===== src/rtl/lsd_pkg.sv =====
package lsd_pkg;

  // Monitor flags from the analog front end, already in the clock domain.
  typedef struct packed {
    logic vlow_off;   // drain voltage below open-load level
    logic ilow_on;    // current below open-load level
    logic ihigh_on;   // current above overload level
    logic hot;        // over-temperature
  } mon_t;

  function automatic int unsigned cnt_bits(input int unsigned limit);
    return (limit < 2) ? 1 : $clog2(limit + 1);
  endfunction

endpackage


===== src/rtl/lsd_sync.sv =====
module lsd_sync #(
  parameter int unsigned W      = 2,
  parameter int unsigned STAGES = 2
) (
  input  logic         clk,
  input  logic         rst_n,
  input  logic [W-1:0] d_i,
  output logic [W-1:0] q_o
);

  logic [W-1:0] stage_q [STAGES];

  for (genvar s = 0; s < STAGES; s++) begin : g_stage
    if (s == 0) begin : g_first
      always_ff @(posedge clk or negedge rst_n) begin
        if (!rst_n) stage_q[s] <= '0;
        else        stage_q[s] <= d_i;
      end
    end else begin : g_rest
      always_ff @(posedge clk or negedge rst_n) begin
        if (!rst_n) stage_q[s] <= '0;
        else        stage_q[s] <= stage_q[s-1];
      end
    end
  end

  assign q_o = stage_q[STAGES-1];

endmodule


===== src/rtl/lsd_trip_timer.sv =====
// Delay window followed by a sticky latch. The latch is held while keep_i is high.
module lsd_trip_timer #(
  parameter int unsigned CYC = 8000
) (
  input  logic clk,
  input  logic rst_n,
  input  logic arm_i,     // channel requested on
  input  logic trig_i,    // fault condition
  input  logic keep_i,    // synchronised command; low releases the latch
  output logic lat_n_o,   // latch value after this edge
  output logic lat_q_o
);
  import lsd_pkg::*;

  localparam int unsigned CW = cnt_bits(CYC);
  localparam logic [CW-1:0] LAST = CW'(CYC - 1);

  logic [CW-1:0] cnt_q, cnt_n;
  logic          run, set, lat_q, lat_n;

  assign run   = arm_i && trig_i && !lat_q;
  assign set   = run && (cnt_q == LAST);
  assign cnt_n = (run && !set) ? cnt_q + 1'b1 : '0;
  assign lat_n = keep_i && (lat_q || set);

  always_ff @(posedge clk or negedge rst_n) begin
    if (!rst_n) begin
      cnt_q <= '0;
      lat_q <= 1'b0;
    end else begin
      cnt_q <= cnt_n;
      lat_q <= lat_n;
    end
  end

  assign lat_n_o = lat_n;
  assign lat_q_o = lat_q;

  AST_TMR_BOUND:   assert property (@(posedge clk) disable iff (!rst_n) cnt_q < CW'(CYC));
  AST_TMR_RESTART: assert property (@(posedge clk) disable iff (!rst_n) !trig_i |=> cnt_q == '0);
  AST_LAT_HOLD:    assert property (@(posedge clk) disable iff (!rst_n) lat_q && keep_i |=> lat_q);
  AST_LAT_FREE:    assert property (@(posedge clk) disable iff (!rst_n) !keep_i |=> !lat_q);

endmodule


===== src/rtl/lsd_persist.sv =====
// Raises a flag once a condition has been seen on CYC consecutive edges.
module lsd_persist #(
  parameter int unsigned CYC = 2500
) (
  input  logic clk,
  input  logic rst_n,
  input  logic cond_i,
  output logic flag_n_o,
  output logic flag_q_o
);
  import lsd_pkg::*;

  localparam int unsigned CW = cnt_bits(CYC);
  localparam logic [CW-1:0] TOP  = CW'(CYC);
  localparam logic [CW-1:0] LAST = CW'(CYC - 1);

  logic [CW-1:0] cnt_q, cnt_n;
  logic          flag_q, flag_n;

  always_comb begin
    if (!cond_i)            cnt_n = '0;
    else if (cnt_q != TOP)  cnt_n = cnt_q + 1'b1;
    else                    cnt_n = cnt_q;
  end

  assign flag_n = cond_i && (cnt_q >= LAST);

  always_ff @(posedge clk or negedge rst_n) begin
    if (!rst_n) begin
      cnt_q  <= '0;
      flag_q <= 1'b0;
    end else begin
      cnt_q  <= cnt_n;
      flag_q <= flag_n;
    end
  end

  assign flag_n_o = flag_n;
  assign flag_q_o = flag_q;

  AST_FLT_DROP: assert property (@(posedge clk) disable iff (!rst_n) !cond_i |=> !flag_q);
  AST_FLT_SAT:  assert property (@(posedge clk) disable iff (!rst_n) cnt_q <= TOP);

endmodule


===== src/rtl/lsd_channel_supervisor.sv =====
module lsd_channel_supervisor #(
  parameter int unsigned OL_CYC = 8000,  // overload window, 160 us at 50 MHz
  parameter int unsigned UC_CYC = 2500   // undercurrent filter, 50 us at 50 MHz
) (
  input  logic clk,
  input  logic rst_n,
  input  logic en_i,
  input  logic cmd_i,
  input  logic vlow_off_i,
  input  logic ilow_on_i,
  input  logic ihigh_on_i,
  input  logic hot_i,
  output logic gate_o,
  output logic diag_o
);
  import lsd_pkg::*;

  mon_t mon;
  assign mon = '{vlow_off: vlow_off_i, ilow_on: ilow_on_i, ihigh_on: ihigh_on_i, hot: hot_i};

  // Synchronise the asynchronous control pins.
  logic [1:0] ctl_s;
  logic       en_s, cmd_s;

  lsd_sync #(.W(2), .STAGES(2)) u_sync (
    .clk   (clk),
    .rst_n (rst_n),
    .d_i   ({en_i, cmd_i}),
    .q_o   (ctl_s)
  );
  assign en_s  = ctl_s[1];
  assign cmd_s = ctl_s[0];

  logic on_req;
  assign on_req = en_s && cmd_s;

  // Over-temperature latch, released by a low command.
  logic ot_q, ot_n;
  assign ot_n = cmd_s && (ot_q || mon.hot);

  // Overload timer. A latched over-temperature also looks like overcurrent to it.
  logic ol_n, ol_q;
  lsd_trip_timer #(.CYC(OL_CYC)) u_ol (
    .clk     (clk),
    .rst_n   (rst_n),
    .arm_i   (on_req),
    .trig_i  (mon.ihigh_on || ot_q),
    .keep_i  (cmd_s),
    .lat_n_o (ol_n),
    .lat_q_o (ol_q)
  );

  // Undercurrent filter, counted only while the gate is actually on.
  logic gate_q, diag_q;
  logic uc_n, uc_q;
  lsd_persist #(.CYC(UC_CYC)) u_uc (
    .clk      (clk),
    .rst_n    (rst_n),
    .cond_i   (gate_q && mon.ilow_on),
    .flag_n_o (uc_n),
    .flag_q_o (uc_q)
  );

  // Gate and diagnostic decode.
  logic trip_n, gate_n, diag_n;
  assign trip_n = ol_n || ot_n || mon.hot;
  assign gate_n = on_req && !trip_n;

  always_comb begin
    if (!en_s || trip_n) diag_n = 1'b0;
    else if (cmd_s)      diag_n = !uc_n;
    else                 diag_n = !mon.vlow_off;
  end

  always_ff @(posedge clk or negedge rst_n) begin
    if (!rst_n) begin
      gate_q <= 1'b0;
      diag_q <= 1'b0;
      ot_q   <= 1'b0;
    end else begin
      gate_q <= gate_n;
      diag_q <= diag_n;
      ot_q   <= ot_n;
    end
  end

  assign gate_o = gate_q;
  assign diag_o = diag_q;

  AST_EN_OFF:    assert property (@(posedge clk) disable iff (!rst_n) !en_s |=> !gate_o && !diag_o);
  AST_LATCH_OFF: assert property (@(posedge clk) disable iff (!rst_n) (ol_q || ot_q) |-> !gate_o && !diag_o);
  AST_HOT_CUT:   assert property (@(posedge clk) disable iff (!rst_n) hot_i |=> !gate_o && !diag_o);
  AST_OT_HOLD:   assert property (@(posedge clk) disable iff (!rst_n) ot_q && cmd_s |=> ot_q);
  AST_UC_DIAG:   assert property (@(posedge clk) disable iff (!rst_n) uc_q && gate_o |-> !diag_o);

endmodule


===== config.mk =====
export PLATFORM = sky130hd
export DESIGN_NAME = lsd_channel_supervisor
export DESIGN_NICKNAME = d
export VERILOG_FILES = /design/src/rtl/lsd_pkg.sv /design/src/rtl/lsd_sync.sv /design/src/rtl/lsd_trip_timer.sv /design/src/rtl/lsd_persist.sv /design/src/rtl/lsd_channel_supervisor.sv
export SDC_FILE = /design/constraint.sdc
export NUM_CORES = 1
export LEC_CHECK = 0
export BUFFER_PORTS_ARGS = -buffer_cell sky130_fd_sc_hd__clkbuf_2
export CAP_MARGIN = 20
export CORE_ASPECT_RATIO = 1.4
export CORE_MARGIN = 2
export CORE_UTILIZATION = 45
export DETAILED_ROUTE_END_ITERATION = 6
export PLACE_DENSITY = 0.65
export REMOVE_ABC_BUFFERS = 1
export SLEW_MARGIN = 30
export SYNTH_ARGS = -nofsm -noshare
export SYNTH_HDL_FRONTEND = slang
export SYNTH_SLANG_ARGS = --single-unit

===== constraint.sdc =====
create_clock -name clk -period 4.55 [get_ports clk]
set_input_delay 0.6825 -clock clk [delete_from_list [all_inputs] [get_ports clk]]
set_output_delay 0.6825 -clock clk [all_outputs]
set_load 0.005 [all_outputs]

==> results.yml, run 1 <==
grt:
  antenna_found_initial: 0
  grt_usage_pct: 17.7
  grt_max_degree: 34
  grt_pass1_vias: 1093
  grt_pass1_wl_um: 4840
  grt_overflow: 0
yosys:
  synth.distinct_cells: 30
  async_reset_ff_share_pct: 100
  syn_area_sq_mm: 0.00153
  yosys.area.top_type_share_pct: 53.8
  synth_seq_area_share_pct: 53.8
  netlist_top_cells_count: "dfrtp_1 (33), nor2_1 (29), nand3_1 (11)"
  ys_seq_elements: 33
  ys.flop_type: "dfrtp_1"
  synth_most_common_cell: "dfrtp_1"
  avgSynthCellArea_sq_um: 10.4
  synth-edff-count: 0
  yosysWarnings: 0
  synthCells: 148
  synth_top_cell_by_area: "dfrtp_1"
  synth.area.top_cells: "dfrtp_1 (54%), nor2_1 (7.1%), xnor2_1 (5.7%), xor2_1 (5.7%), nand3_1 (3.6%)"
power_and_ir_drop:
  finalPower_uw: 517
  ir_drop_uv: 278
  p_leak_nw: 0.697
  p_per_area_mw_per_mm2: 306
setup_path:
  crit_type: "flop to flop"
  r2r_start: "u_ol.cnt_q[0]"
  critPathMaxStageDelay_ns: 0.57
  worstPathArrival_ns: 2.10
  startpoint_type: "flop"
  path_cells: "ha_1, nand4_2, or4_4, nand2_1, nor2_1"
  cp_top_family: "simple AND/OR/NAND/NOR gates"
  cp_num_buf_inv: 0
  reg2reg_slack_ns: 2.61
  crit_path_top_delay_cell: "or4_4"
  rr_worst_depth: 5
  endpoint_kind: "flop"
  cp_max_fo: 12
  required_ns: 4.71
  r2r_end: "u_ol.cnt_q[7]"
finish:
  diodes: 0
  fin_nets: 171
  layout-drive-gt1-share_pct: 13.2
  final_util_pct: 50.9
  syn_to_final_growth_pct: 9.95
  fin_area_sq_mm: 0.00169
  final_cells: 199
  nFillCells: 319
timing:
  finalCritPeriodShare_pct: 42.7
  maxSlewViolCount: 0
  rsz0062_at_grt: "no"
  hold_viol: 0
  fmax_ghz: 0.515
  fin_skew_ns: 0.00983
  max-slew-margin-rel_pct: 45.9
  setup_viol: 0
  holdWs_ns: 0.349
  timing.final.ws_setup_ns: 2.61
  worst_pin_slew_ns: 0.811
  finalSetupTns_ns: 0
  layout_min_cycle_time_ns: 1.94
die:
  die_h_um: 73.1
  die_area_sq_mm: 0.00390
  fp-row-count: 25
  core_sq_mm: 0.00332
  start_util_pct: 46.3
  io_pins: 10
  die_w_um: 53.3
placement:
  dp_hpwl_um: 1970
  place.gp.congestion: 0.772
  place_ws_ns: 2.61
  portBuffers: 9
  placed_area_sq_mm: 0.00161
  placedCellCount: 193
clock_tree:
  cts_made_buffers: 5
  cts_hold_buf: 0
  cts_resized: 0
  numClockSinks: 33
  cts_setup_buffers: 0
  cts_buffer_depth: 2
  htree_levels: 2
  clk_pin_slew_worst_paths_ns: 0.07
  clk_latency_ns: 0.29
  cts_tree: "built"
  cts-root-buf: "clkbuf_8"
route:
  finalWirelength_um: 2820
  routedWlPerCell_um: 14.2
  via_count: 1082
  drc: 0
  postRouteAntennaNets: 0
  drt_pass1_iterations: 4
  drt_iter0_markers: 24
  via_per_inst: 5.44
status:
  status: "completed"
hold_path:
  whs_path_depth: 0
  hp-class: "flop to flop"
  holdPathEnd: "u_sync.q_o[0]"
  hold_start: "u_sync.stage_q[2]"
run:
  maxCapViolations: 0
how the worst max path moves through the flow:
stage	from	to	slack, ns	cells past startpoint
after global placement	u_ol.cnt_q[0]	gate_o	2.68	5
after detailed placement	u_ol.cnt_q[0]	u_ol.cnt_q[9]	2.61	5
final	u_ol.cnt_q[0]	u_ol.cnt_q[7]	2.61	5
after global routing	u_ol.cnt_q[0]	u_ol.cnt_q[11]	2.48	5
after floorplan	u_ol.cnt_q[0]	gate_o	2.75	5
after CTS	u_ol.cnt_q[0]	u_ol.cnt_q[9]	2.60	5
power by group:
group          internal (mW)  switching, mW
Clock                  0.100         0.0987
Sequential             0.298        0.00293
Combinational        0.00565         0.0114
registers in the layout, indices dropped and copies added (netlist names):
| name | flops |
|---|---|
| gate_o | 1 |
| u_sync.q_o | 2 |
| u_sync.stage_q | 2 |
| ot_q | 1 |
| u_ol.cnt_q | 13 |
| u_uc.cnt_q | 12 |
| diag_o | 1 |
| u_ol.lat_q_o | 1 |
layer usage:
layer | share of wire, % | up-vias | track usage (%) | wire length [um]
met5 | 0 | - | 0 | 0
met4 | 2.7 | 0 | 10.5 | 77
met3 | 3.8 | 8 | 5.74 | 106
met2 | 53 | 20 | 28.9 | 1500
met1 | 40 | 529 | 19.4 | 1140
li1 | - | 525 | - | -
layout by cell type, fill, tap and decap left out:
master    instances
o311a_2           1
a21oi_1           1
and3_2            1
or3_1             1
nor4_1            3
inv_1             5
nand4_2           1
clkinv_2          1
nor3_1            5
nor4_4            1
or3b_1            1
or4_4             2
o21ai_0           2
dfrtp_1          33
nand3_1          11
nand2_1           8
nand2b_1          1
and2_1            2
mux2i_1           1
clkbuf_8          5
nor2_1           29
and4_1            2
clkbuf_2          9
nand4_1           5
o211ai_1          1
ha_1              3
o2111a_1          1
and3_1            1
o21a_1            2
xor2_1           10
xnor2_1          10
layout make-up:
| cell class | count | area (sq um) | share of cell area [%] |
|---|---|---|---|
| clock buffer | 5 | 68.8 | 4.08 |
| clock inverter | 1 | 5.00 | 0.297 |
| inverter | 5 | 18.8 | 1.11 |
| multi-input combinational | 106 | 673 | 39.9 |
| sequential | 33 | 826 | 49.0 |
| tap | 40 | 50.0 | 2.97 |
| timing repair buffer | 9 | 45.0 | 2.67 |
kinds of logic after synthesis:
family                     share of synthesized area (%)
muxes                                              0.653
buffers and inverters                               2.28
and+or+nand+nor                                     25.4
xor gates and xnor gates                            11.4
AOI/OAI and AO/OA                                   3.91
DFF                                                 53.8
adders and majority gates                           2.45
(Power assumes the default switching activity.)
==> run 2, diff against run 1 <==
- PLACE_DENSITY: 0.65 -> 0.68
- clock period: 4.55 -> 1.6 ns (I/O delays scaled with it)
==> results.yml, run 2 (synthesis gave the netlist of run 1 again) <==
die:
  start_util_pct: 46.3
  core_sq_mm: 0.00332
  die_w_um: 53.3
  die_area_sq_mm: 0.00390
  fp-row-count: 25
  io_pins: 10
  die_h_um: 73.1
power_and_ir_drop:
  pwr-share-comb_pct: 3.9
  switchingPower_uw: 348
  power_frac_seq_pct: 49.3
  finalPower_mw: 1.73
  switching_share_pct: 20.1
  p_per_area_mw_per_mm2: 888
  clkPwrFrac_pct: 46.8
  p_leak_nw: 0.853
  ir_drop_uv: 645
  p_int_mw: 1.38
setup_path:
  startpoint_type: "flop"
  crit_type: "flop to flop"
  cp_max_fo: 3
  crit_path_top_delay_cell: "or4_4"
  path_cells: "or3b_1, or4_4, o2111a_1, and2_1"
  critPathMaxStageDelay_ns: 0.44
  required_ns: 1.78
  startpoint: "u_ol.cnt_q[7]"
  rr_worst_depth: 4
  worstPathArrival_ns: 1.89
  reg2reg_slack_ns: -0.11
  r2r_start: "u_ol.cnt_q[7]"
  endpoint_kind: "flop"
clock_tree:
  clk_pin_slew_worst_paths_ns: 0.07
  cts_buffer_depth: 2
  cts_tree: "built"
  cts-root-buf: "clkbuf_8"
  numClockSinks: 33
  htree_levels: 2
  clk_latency_ns: 0.28
  cts_made_buffers: 5
timing:
  rsz0062_at_grt: "yes"
  hold_viol: 0
  max-slew-margin-rel_pct: 69.2
  worst_pin_slew_ns: 0.461
  holdWs_ns: 0.0643
  finalCritPeriodShare_pct: 107
  fmax_ghz: 0.583
  finalSetupTns_ns: -0.323
  setup_viol: 9
  timing.final.ws_setup_ns: -0.115
  layout_min_cycle_time_ns: 1.71
  fin_skew_ns: 0.00991
  maxSlewViolCount: 0
route:
  postRouteAntennaNets: 0
  via_count: 1190
  via_per_inst: 5.24
  drt_iter0_markers: 28
  finalWirelength_um: 3230
  routedWlPerCell_um: 14.2
  drc: 0
  drt_pass1_iterations: 4
grt:
  grt_overflow: 0
  grt_pass1_wl_um: 5220
  grt_pass1_vias: 1193
  grt_usage_pct: 19.1
  antenna_found_initial: 0
  grt_max_degree: 18
finish:
  layout-drive-gt1-share_pct: 26.2
  syn_to_final_growth_pct: 27.2
  fin_nets: 197
  nFillCells: 285
  final_cells: 227
  diodes: 0
  layout_common_cells: "dfrtp_1 (33), nor2_1 (29), buf_4 (23), nand3_1 (11)"
  largest-register: "u_ol.cnt_q"
  mostFrequentLayoutCell: "dfrtp_1"
  reg_top3: "u_ol.cnt_q: 13 flops, u_uc.cnt_q: 12 flops"
  final_util_pct: 58.8
  largest_reg_flops: 13
hold_path:
  hold_start: "en_i"
  whs_path_depth: 1
  hp-class: "input port to flop"
placement:
  placedCellCount: 213
  dp_hpwl_um: 2190
  place.gp.congestion: 0.870
  portBuffers: 9
status:
  status: "finished with violations"
  failed_checks: "setup timing"
run:
  maxCapViolations: 0
[run 2: worst max-delay path: cells and delay by family (launching register included)]
kind / cells / cell delay, ns
AO/OA/AOI/OAI: 1 / 0.27
AND/OR/NAND/NOR: 3 / 0.98
flip-flops: 1 / 0.38
[run 2: cell type report]
cell class	instances	area [sq um]	share of cell area, %
Timing Repair Buffer	35	259	13.3
Tap cell	40	50.0	2.57
Clock buffer	7	86.3	4.43
Inverter	5	18.8	0.962
Sequential cell	33	826	42.3
Multi-Input combinational cell	106	681	34.9
Clock inverter	1	30.0	1.54
[run 2: metal layers]
layer | track usage [%] | up-vias | wire, um
met2 | 33.9 | 17 | 1760
met3 | 4.92 | 6 | 85
met5 | 0 | - | 0
met4 | 8.55 | 0 | 65
li1 | - | 586 | -
met1 | 20.6 | 581 | 1310
[run 2: stage by stage]
step	instance area, sq um	setup WS [ns]
2_1_floorplan	1520	-0.195
3_3_place_gp	1780	-0.0946
3_5_place_dp	1780	-0.149
4_1_cts	1920	-0.120
5_1_grt	1950	-0.163
6_report	1950	-0.115
[run 2: final timing paths]
kind	end
max reg2reg	gate_o
min in group asynchronous	gate_o
max	gate_o
min reg2reg	u_sync.q_o[1]
min	u_sync.stage_q[3]
max in group asynchronous	u_uc.cnt_q[1]
[run 2: power groups by stage]
stage	clock network [mW]	logic (mW)	registers, mW
floorplan	0	0.0175	0.868
global placement	0	0.0616	0.868
detailed placement	0	0.0643	0.869
CTS	0.825	0.0697	0.853
global route	0.861	0.0784	0.854
finish	0.810	0.0677	0.853
[run 2: what timing repair did]
action                                  in CTS  in global routing
pin swaps                                    3                  3
endpoints found under the setup margin      17                 18
resized for setup                            2                  2
hold endpoints to repair                    16                  0
setup buffers                                2                  3
hold buffers                                 1                  0
==> run 3, diff against run 2 <==
- CELL_PAD_IN_SITES_DETAIL_PLACEMENT: default -> 2
- CELL_PAD_IN_SITES_GLOBAL_PLACEMENT: default -> 2
- CORE_UTILIZATION: 45 -> 35
- PLACE_DENSITY: 0.68 -> 0.77
==> results.yml, run 3 (synthesis gave the netlist of run 1 again) <==
setup_path:
  startpoint: "u_ol.cnt_q[0]"
  cp_top_family: "simple AND/OR/NAND/NOR gates"
  reg2reg_slack_ns: -0.20
  required_ns: 1.78
  rr_worst_depth: 7
  cp_max_fo: 6
  worstPathArrival_ns: 1.98
  critPathMaxStageDelay_ns: 0.54
  startpoint_type: "flop"
  crit_type: "flop to flop"
  r2r_end: "u_ol.cnt_q[5]"
  path_cells: "ha_4, nand4_4, or4_4, buf_6, nand2_8, clkbuf_16, nor2_4"
  crit_path_top_delay_cell: "or4_4"
  endpoint_kind: "flop"
  cp_num_buf_inv: 2
  r2r_start: "u_ol.cnt_q[0]"
placement:
  dp_hpwl_um: 2940
  place.gp.congestion: 0.809
  portBuffers: 9
  placed_area_sq_mm: 0.00180
clock_tree:
  htree_levels: 2
  cts-root-buf: "clkbuf_8"
  cts_tree: "built"
  cts_buffer_depth: 2
  clk_latency_ns: 0.29
  numClockSinks: 33
  cts_made_buffers: 5
  clk_pin_slew_worst_paths_ns: 0.08
finish:
  layout-drive-gt1-share_pct: 39.0
  multi_input_area_sq_um: 826
  final_util_pct: 51.9
  mostFrequentLayoutCell: "dfrtp_1"
  reg_top3: "u_ol.cnt_q: 13 flops, u_uc.cnt_q: 12 flops"
  area.sequential_sq_um: 826
  largest_reg_flops: 13
  nFillCells: 432
  diodes: 0
  fin_area_sq_mm: 0.00218
  syn_to_final_growth_pct: 42.3
  fin_nets: 205
  largest-register: "u_ol.cnt_q"
  layout_common_cells: "dfrtp_1 (33), buf_4 (29), nor2_1 (16)"
power_and_ir_drop:
  p_per_area_mw_per_mm2: 804
  p_leak_nw: 0.917
  ir_drop_uv: 558
  clkPwrFrac_pct: 45.9
  p_int_mw: 1.35
  finalPower_mw: 1.76
  switchingPower_uw: 404
  power_frac_seq_pct: 48.8
  switching_share_pct: 23.0
  pwr-share-comb_pct: 5.4
die:
  die_area_sq_mm: 0.00494
  fp-row-count: 28
  die_w_um: 60.0
  io_pins: 10
  core_sq_mm: 0.00420
  die_h_um: 82.3
  start_util_pct: 36.5
timing:
  finalSetupTns_ns: -2.80
  rsz0062_at_grt: "yes"
  fmax_ghz: 0.556
  worst_pin_slew_ns: 0.485
  fin_skew_ns: 0.00917
  holdWs_ns: 0.0496
  hold_viol: 0
  maxSlewViolCount: 0
  max-slew-margin-rel_pct: 67.6
  setup_viol: 19
  timing.final.ws_setup_ns: -0.200
  finalCritPeriodShare_pct: 112
  layout_min_cycle_time_ns: 1.80
hold_path:
  hold_start: "en_i"
  holdPathEnd: "u_sync.stage_q[3]"
  hp-class: "input port to flop"
  whs_path_depth: 1
grt:
  grt_pass1_wl_um: 7380
  grt_usage_pct: 20.8
  grt_max_degree: 34
  grt_pass1_vias: 1478
  grt_overflow: 0
  antenna_found_initial: 0
route:
  postRouteAntennaNets: 0
  drt_pass1_iterations: 4
  finalWirelength_um: 5140
  routedWlPerCell_um: 21.4
  via_count: 1289
  drc: 0
  via_per_inst: 5.37
  drt_iter0_markers: 19
status:
  failed_checks: "setup timing"
  status: "finished with violations"
run:
  maxCapViolations: 0
## run 3: changes by cell type in the layout (fill, tap and decap cells not counted), sizes merged
cell | before | now
clkinvlp | 0 | 1
clkinv | 0 | 1
buf | 25 | 32
clkbuf | 16 | 15
## run 3: what timing repair did
action                                 CTS  global route
endpoints found under the hold margin   33             0
pin swaps                                3            15
hold buffers                             1             0
cloned                                   0             1
setup buffers                            6             5
gates resized for setup                  6            32
setup endpoints to repair               19            20
## run 3: per-stage QoR
step           instances  worst slack (ns)
3_3_place_gp         220            -0.108
2_1_floorplan        144            -0.195
6_report             240            -0.200
4_1_cts              235            -0.155
5_1_grt              240            -0.235
3_5_place_dp         220            -0.212
## run 3: worst max path at each step
stage / end / cells past startpoint
finish: u_ol.cnt_q[5] / 7
detailed placement: gate_o / 5
floorplan: gate_o / 5
CTS: gate_o / 5
global route: u_ol.cnt_q[5] / 6
global placement: u_uc.cnt_q[1] / 4
## run 3: power groups by stage
| stage | clock network, mW | logic [mW] | registers [mW] |
|---|---|---|---|
| 6_report | 0.805 | 0.0945 | 0.856 |
| 5_1_grt | 0.861 | 0.101 | 0.857 |
| 4_1_cts | 0.820 | 0.0714 | 0.856 |
| 3_5_place_dp | 0 | 0.0654 | 0.870 |
| 3_3_place_gp | 0 | 0.0613 | 0.869 |
| 2_1_floorplan | 0 | 0.0175 | 0.868 |
## run 3: layout make-up
type | count | share of cell area (%)
clock buffers | 5 | 3.15
clock inverters | 3 | 2.12
inverters | 5 | 0.860
multi-input cells | 106 | 37.8
flip-flops and latches | 33 | 37.8
well taps | 45 | 2.58
repair buffers | 43 | 15.6
## run 3: per-layer routing
layer / share of wire, % / vias to the layer above / track usage [%]
met4: 3.4 / 0 / 10.7
met2: 61 / 28 / 40.0
li1: - / 595 / -
met5: 0 / - / 0
met1: 34 / 651 / 19.9
met3: 2.2 / 15 / 4.52
